$ cat src/rtl/irq_level_merge.sv
module irq_level_merge #(
  parameter int N_ADP = 2,
  parameter int NREQ  = 32,
  parameter int VEC_W = 16,
  parameter logic [N_ADP*NREQ-1:0] HI_MASKS = {32'h000F0000, 32'h000000F0},
  parameter logic [N_ADP*NREQ-1:0] LO_MASKS = {32'h00F00000, 32'h0000000F}
) (
  input  logic                                   clk,
  input  logic                                   rst,
  input  logic [NREQ-1:0]                        req_set,
  input  logic                                   cfg_we,
  input  logic [$clog2(NREQ)-1:0]                cfg_idx,
  input  logic [VEC_W-1:0]                       cfg_vec,
  input  logic                                   csr_rd,
  input  logic                                   csr_wr,
  input  logic [((N_ADP > 1) ? $clog2(N_ADP) : 1)-1:0] csr_sel,
  input  logic [9:0]                             csr_wdata,
  output logic [9:0]                             csr_rdata,
  output logic [N_ADP-1:0]                       dev_init,
  output logic [7:0]                             lvl_req,
  input  logic                                   ack_valid,
  input  logic [2:0]                             ack_lvl,
  output logic [VEC_W-1:0]                       ack_vec,
  output logic [$clog2(2*N_ADP)-1:0]             ack_adp,
  output logic                                   ack_hit
);
  localparam int LVL_W  = 3;
  localparam int CSR_W  = 2*LVL_W + 4;
  localparam int IDX_W  = $clog2(NREQ);
  localparam int SEL_W  = (N_ADP > 1) ? $clog2(N_ADP) : 1;
  localparam int ADP_W  = $clog2(2*N_ADP);
  localparam int B_XOFF = 2*LVL_W;
  localparam int B_INIT = B_XOFF + 1;
  localparam int B_LOP  = B_XOFF + 2;
  localparam int B_HIP  = B_XOFF + 3;
  localparam logic [CSR_W-1:0] WR_MASK  = CSR_W'((1 << (B_XOFF+1)) - 1);
  localparam logic [CSR_W-1:0] XOFF_BIT = CSR_W'(1) << B_XOFF;
  localparam logic [CSR_W-1:0] RDZ_BIT  = CSR_W'(1) << B_INIT;
  localparam logic [CSR_W-1:0] LOP_BIT  = CSR_W'(1) << B_LOP;
  localparam logic [CSR_W-1:0] HIP_BIT  = CSR_W'(1) << B_HIP;

  logic [NREQ-1:0]  pend;
  logic [CSR_W-1:0] stat    [N_ADP];
  logic [CSR_W-1:0] flg     [N_ADP];
  logic [CSR_W-1:0] rd_view [N_ADP];
  logic [LVL_W-1:0] hi_lvl  [N_ADP];
  logic [LVL_W-1:0] lo_lvl  [N_ADP];
  logic [VEC_W-1:0] vtab    [NREQ];
  logic [N_ADP-1:0] hi_any, lo_any, wr_hit, rd_hit;

  for (genvar a = 0; a < N_ADP; a++) begin : g_adp
    assign hi_any[a]  = |(pend & HI_MASKS[a*NREQ +: NREQ]);
    assign lo_any[a]  = |(pend & LO_MASKS[a*NREQ +: NREQ]);
    assign hi_lvl[a]  = stat[a][2*LVL_W-1:LVL_W];
    assign lo_lvl[a]  = stat[a][LVL_W-1:0];
    assign flg[a]     = (hi_any[a] ? HIP_BIT : '0) | (lo_any[a] ? LOP_BIT : '0);
    assign rd_view[a] = (stat[a] | flg[a]) & ~RDZ_BIT;
    assign wr_hit[a]  = csr_wr && (csr_sel == SEL_W'(a));
    assign rd_hit[a]  = csr_rd && (csr_sel == SEL_W'(a));
  end

  assign csr_rdata = rd_view[csr_sel];

  always_comb begin
    lvl_req = '0;
    for (int a = 0; a < N_ADP; a++) begin
      if (hi_any[a] && hi_lvl[a] != '0) lvl_req[hi_lvl[a]] = 1'b1;
      if (lo_any[a] && lo_lvl[a] != '0) lvl_req[lo_lvl[a]] = 1'b1;
    end
  end

  logic             found;
  logic [NREQ-1:0]  sel_word;
  logic [ADP_W-1:0] win_adp;
  logic [IDX_W-1:0] win_idx;

  always_comb begin
    found    = 1'b0;
    sel_word = '0;
    win_adp  = '0;
    for (int a = 0; a < N_ADP; a++) begin
      if (!found && ack_lvl != '0) begin
        if (hi_lvl[a] == ack_lvl && hi_any[a]) begin
          found    = 1'b1;
          sel_word = pend & HI_MASKS[a*NREQ +: NREQ];
          win_adp  = ADP_W'(2*a + 1);
        end else if (lo_lvl[a] == ack_lvl && lo_any[a]) begin
          found    = 1'b1;
          sel_word = pend & LO_MASKS[a*NREQ +: NREQ];
          win_adp  = ADP_W'(2*a + 1);
        end
      end
    end
  end

  always_comb begin
    win_idx = '0;
    for (int i = NREQ-1; i >= 0; i--)
      if (sel_word[i]) win_idx = IDX_W'(i);
  end

  assign ack_hit = ack_valid && found;
  assign ack_vec = ack_hit ? vtab[win_idx] : '0;
  assign ack_adp = ack_hit ? win_adp : '0;

  logic [NREQ-1:0] clr_mask, init_clr;
  assign clr_mask = ack_hit ? (NREQ'(1) << win_idx) : '0;

  always_comb begin
    init_clr = '0;
    for (int a = 0; a < N_ADP; a++)
      if (wr_hit[a] && csr_wdata[B_INIT])
        init_clr = init_clr | HI_MASKS[a*NREQ +: NREQ] | LO_MASKS[a*NREQ +: NREQ];
  end

  always_ff @(posedge clk) begin
    if (rst) pend <= '0;
    else     pend <= (pend & ~clr_mask & ~init_clr) | req_set;
  end

  always_ff @(posedge clk) begin
    if (cfg_we) vtab[cfg_idx] <= cfg_vec;
  end

  always_ff @(posedge clk) begin
    if (rst) begin
      for (int a = 0; a < N_ADP; a++) stat[a] <= '0;
      dev_init <= '0;
    end else begin
      for (int a = 0; a < N_ADP; a++) begin
        dev_init[a] <= wr_hit[a] && csr_wdata[B_INIT];
        if (wr_hit[a])
          stat[a] <= csr_wdata[B_INIT] ? (csr_wdata & XOFF_BIT)
                                       : ((csr_wdata & WR_MASK) | flg[a]);
        else if (rd_hit[a])
          stat[a] <= rd_view[a];
      end
    end
  end
endmodule


$ cat config.mk
export PLATFORM = sky130hd
export DESIGN_NAME = irq_level_merge
export DESIGN_NICKNAME = d
export VERILOG_FILES = /design/src/rtl/irq_level_merge.sv
export SDC_FILE = /design/constraint.sdc
export NUM_CORES = 1
export LEC_CHECK = 0
export ABC_CLOCK_PERIOD_IN_PS = 6650
export BUFFER_PORTS_ARGS = -buffer_cell sky130_fd_sc_hd__buf_2
export CORE_UTILIZATION = 40
export DETAILED_ROUTE_END_ITERATION = 10
export GPL_TIMING_DRIVEN = 0
export PLACE_DENSITY_LB_ADDON = 0.05
export SLEW_MARGIN = 20
export SYNTH_ARGS = -nofsm -noshare
export SYNTH_HDL_FRONTEND = slang
export SYNTH_SLANG_ARGS = --single-unit
$ cat constraint.sdc
create_clock -name clk -period 6.65 [get_ports clk]
set_clock_uncertainty 0.05 [all_clocks]
set_input_delay 0.3325 -clock clk [delete_from_list [all_inputs] [get_ports clk]]
set_output_delay 0.3325 -clock clk [all_outputs]
set_load 0.1 [all_outputs]
======== Word-level counts from Yosys, hierarchy flattened ========
Memory sizes are Yosys's and may differ from the RTL's.
Index checks and enable logic that the tools add are counted.
cells by class
  add/sub/neg operators ................... 0
  multipliers ............................. 0
  div/mod/pow operators ................... 0
  $lt $le $gt $ge ......................... 9
  eq/ne operators ......................... 4
  shift operators ......................... 1
  multiplexer cells ....................... 98
  bitwise logic cells ..................... 20
  reduce and logical (&&, ||, !) cells .... 30
operators with widths
  cell                                                                          count
  32-bit two-way mux                                                            6
  5-bit two-way mux                                                             32
  10-bit two-way mux                                                            11
  32-bit bitwise AND                                                            2
  32-bit NOT                                                                    2
  8-bit two-way mux                                                             5
  32-bit OR                                                                     1
  1-bit by 5-bit left shift with 32-bit output, first input constant            1
  1-bit two-way mux                                                             29
  24-bit two-way mux                                                            1
  8-bit OR                                                                      3
  1-bit logical AND                                                             20
  10-bit OR                                                                     2
  10-bit by 9-bit OR with 10-bit output                                         2
  7-bit by 10-bit OR with 10-bit output                                         2
  9-bit two-way mux                                                             2
  3-bit by 4-bit less-than comparator with 1-bit output, second input constant  4
  16-bit two-way mux                                                            1
  4-bit OR reduction                                                            4
  3-bit nonzero test                                                            5
  1-bit demux with 3-bit select                                                 4
  3-bit == test                                                                 4
  3-bit by 1-bit >= comparator with 1-bit output, second input constant         4
  2-bit two-way mux                                                             6
  6 further kinds                                                               9
storage, ports and cells
  flip-flop bits (word level) ............. 34
  latch bits .............................. 0
  memory bits (writable) .................. 532
  ROM bits ................................ 0
  output and inout bits ................... 39
  logic and storage cells ................. 166
  memories kept ........................... 2
memory list
  name  words  bits a word  rd ports  clocked after memory_dff  write ports  line  text
  vtab  32     16           1         0                         1            48    logic [VEC_W-1:0] vtab [NREQ];
  stat  2      10           2         0                         2            43    logic [CSR_W-1:0] stat [N_ADP];

======== Logic depth before layout (Yosys ltp) ========
An unclocked memory read counts as a cell.
  word-level depth ........................ 47
  depth in mapped cells ................... 14

======== Worst setup path before layout ========
OpenSTA, ideal clock, no wires.
  path kind ............................... input to output
  start point ............................. input ack_lvl[0]
  end point ............................... output ack_vec[10]
  arrival ................................. 5.634 ns
  setup slack ............................. 0.634 ns
  stages .................................. 11
  path buffers ............................ 2
  path through ............................ clkbuf_1 xnor2_1 and4_4 nor2_2 a31oi_1 nand2_1 inv_2 buf_2 a221o_1 nor3_1 a21oi_1
on the way
  elaborated cells on any way between the ends .. 58
RTL lines
  what                                                    line    text
  from (decl)                                             22      input logic [2:0] ack_lvl,
  3-bit == test                                           87      end else if (lo_lvl[a] == ack_lvl && lo_any[a]) begin
  1-bit logical AND                                       87
  1-bit two-way mux                                       87
  1-bit two-way mux                                       83      if (hi_lvl[a] == ack_lvl && hi_any[a]) begin
  1-bit two-way mux                                       82      if (!found && ack_lvl != '0) begin
  1-bit two-way mux or 1-bit logical NOT (tied branches)  87, 82
  1-bit two-way mux or 1-bit logical AND (tied branches)  83, 82
  1-bit two-way mux *                                     82
  1-bit logical AND *                                     102     assign ack_hit = ack_valid && found;
  named net ack_hit                                       25      output logic ack_hit
  16-bit two-way mux *                                    103     assign ack_vec = ack_hit ? vtab[win_idx] : '0;
  to (decl)                                               23      output logic [VEC_W-1:0] ack_vec,
The timed path passes the listed nets; every way through them passes the cells marked *.

==> metrics.md <==
| Metric | Value |
|---|---|
| Status | finished, final reports clean |
| Max Buffers Root-to-Sink | 3 |
| Clock root cell | clkbuf_16 |
| Synth top area share | 66.7% |
| Commonest non-fill, non-tap cell in the layout | edfxtp_1 |
| Initial antenna violation count | 1 |
| Max rail drop VDD | between 200 and 250 uV |
| Pre-antenna DRT Iters | 5 |
| Synth Flop Type | edfxtp_1 |
| Sw frac | between 20 and 30% |
| Hold WC Path Type | in -> reg |
| GP Congestion | approximately 0.86 |
| Share of cells above drive strength 1 | about 22% |
| CP Capture Type | output port |
| Ports | ~110 |
| Area leader, netlist | edfxtp_1 |
| Via total after detailed routing | ~7700 |
| P_int | roughly 3.4 mW |
| Final period util | about three quarters |
| Avg Cell Area, Syn | 14.6 um2 |
| Fmax | between 200 and 250 MHz |
| Worst-margin pin slew | 0.999 ns |
| Power Dens Cells | about 320 nW/um2 |
| RSZ-0062 raised after global routing | false |
| Port bufs | 87 |
| CTS sink cnt | slightly below 300 |
| Commonest cells after routing, fill and taps aside | edfxtp_1, buf_2, mux2i_1 |
| Wire per inst | approximately 22 um |
| WS Path Type | reg -> out |
| Clock Latency Late Sink | 0.52 ns |
| H-tree depth | 2 |
| N_diodes | 0 |
| Final hold vios | 0 |
| Power share of the combinational group | 16.1% |
| GRT Total Usage | ~20% |
| Synth Area in XOR/XNOR | less than 1% |
| Mapped cell area | about 12000 um2 |
| Core Box Area | around 30000 um2 |
| Routed vias/inst | 5.40 |
| Syn Inst Count | roughly 850 |
| HPWL Detailed | ~22000 um |
| 1st-iter DRT viols | around 450 |
| Compound-gate portion of the synthesized area | 8.27% |
| Remaining Overflow, GRT | 0 |
| Setup-failing EPs final | 0 |
| Largest net degree at the start of global routing | 17 |
| Max-cap viol count | 0 |
| Die Wd | ~180 um |
| Largest cells by area after synthesis | edfxtp_1, mux2i_1, dfxtp_1 |
| Area share of fa/ha/maj cells after synthesis | 0% |
| Clock Power Share | 39.4% |
| Final wirelength | approximately 31000 um |
| CP Launch Type | flip-flop |
| Main combinational cell family by area after synthesis | simple AND/OR/NAND/NOR gates |
| Multiplexer share of the synthesized area | a little under a tenth |
| DRC errors left | 0 |
| P&R area growth vs syn | 19.9% |
| Die Y | 178 um |
| Die area | 31500 um2 |
| Flop and latch count out of synthesis | 292 |
| Leakage power | approximately 5 nW |
| CTS tree | yes |
| Max Fanout on Critical Path | 10 |
| First-pass GRT wire length | ~46000 um |
| Design Power | between 4 and 5 mW |
| Worst EP arrival | ~4.5 ns |
| Final #Nets | 1077 |
| Total CTS buffers | 35 |
| Synth cell types | a little over 60 |
| Warnings, synthesis | 0 |
| Post-route ant nets | 0 |
| Reg power frac | 44.5% |
| Post-synth ARST share | 0% |
| Number of synthesized flops with an enable pin | around 270 |
| Slew headroom | around 33% |
| Clk slew on worst S/H paths | 0.05 ns |
| Switching power | ~1.3 mW |
| Setup TNS | 0 ns |
| Sequential area share after synthesis | ~70% |
| Hold slack | about 0.0094 ns |
| Min Clock Period, post-route | ~4.9 ns |
| Site Rows | between 60 and 70 |
| Area share of and/or/nand/nor cells after synthesis | around a tenth |
| Vias in the first global route | about 7600 |
| Starting density of the core | between 40% and 50% |
| Pins Over Slew Limit | 0 |
| Worst Path Required | 6.27 ns |
-- power groups by stage --
stage,logic [mW],clock network (mW),registers (mW)
after detailed placement,0.751,0,2.11
after global placement,0.746,0,2.11
after CTS,0.759,1.89,2.07
after global routing,0.798,1.95,2.08
after floorplan,0.551,0,2.11
final,0.753,1.84,2.07
-- layout make-up --
| class | count | area [um2] |
|---|---|---|
| multi-input cells | 510 | 3520 |
| repair buffers | 119 | 782 |
| well taps | 390 | 488 |
| flip-flops and latches | 292 | 8590 |
| fillers | 2631 | 15200 |
| clock buffers | 44 | 931 |
| clock inverters | 18 | 183 |
| plain buffers | 40 | 263 |
| inverters | 6 | 22.5 |
-- cells by family after synthesis --
group	Yosys count
AO/OA/AOI/OAI	155
XOR/XNOR	12
buffers and inverters	46
flip-flops	292
multiplexers	93
other	1
AND/OR/NAND/NOR	248
-- Yosys cell counts (all sizes together), types with 14 or more instances --
| library cell | count |
|---|---|
| o21a | 16 |
| dfxtp | 18 |
| nor3 | 35 |
| mux2i | 71 |
| a31oi | 21 |
| nor2 | 77 |
| edfxtp | 274 |
| mux4 | 14 |
| a21oi | 48 |
| clkbuf | 16 |
| nand2 | 68 |
| buf | 24 |
| o22ai | 19 |
| o21ai | 15 |
-- through the flow --
step / instances / cell area [um2] / setup slack, ns / utilization (%)
3_3_place_gp: 1325 / 13300 / 2.26 / 44.3
2_1_floorplan: 848 / 12300 / 0.634 / -
6_report: 1419 / 14800 / 1.74 / 49.3
3_5_place_dp: 1343 / 13500 / 2.29 / 45.1
4_1_cts: 1419 / 14800 / 1.74 / 49.3
5_1_grt: 1419 / 14800 / 1.48 / 49.3
-- routing by layer --
| metal | track usage [%] | wire (um) |
|---|---|---|
| met4 | 7.23 | 946 |
| met3 | 3.21 | 1570 |
| met1 | 26.1 | 13600 |
| met2 | 34.0 | 15000 |
| met5 | 0 | 12 |
-- timing repair --
action,in CTS,in global routing
setup buffers,0,0
resized for setup,0,0
hold endpoints to repair,14,0
hold buffers,14,0
-- path summary, 6_finish.rpt --
check	cells after the start	slack, ns	to	startpoint
min reg2reg	2	0.51	pend[23]	pend[23]
max	12	1.74	ack_vec[8]	stat[0][2]
max reg2reg	11	3.09	pend[21]	stat[0][2]
min	3	0.009	pend[21]	req_set[21]
-- registers in the layout, summed over array words and instances, names as in the netlist --
name,flops
dev_init,2
pend,16
stat,18
vtab,256
-- critical path, cell delays in order (launching register included) --
cell and delay, ns:
edfxtp_1 0.51, xor2_1 0.19, nor4_1 0.39, buf_2 0.29, nor4_2 0.07, o221a_2 0.29
o21ai_1 0.59, clkbuf_1 0.56, nand2_1 0.12, a21oi_1 0.19, nor3_1 0.10, a21oi_1 0.24
buf_2 0.49
No activity file was read; power rests on OpenSTA's default activity.
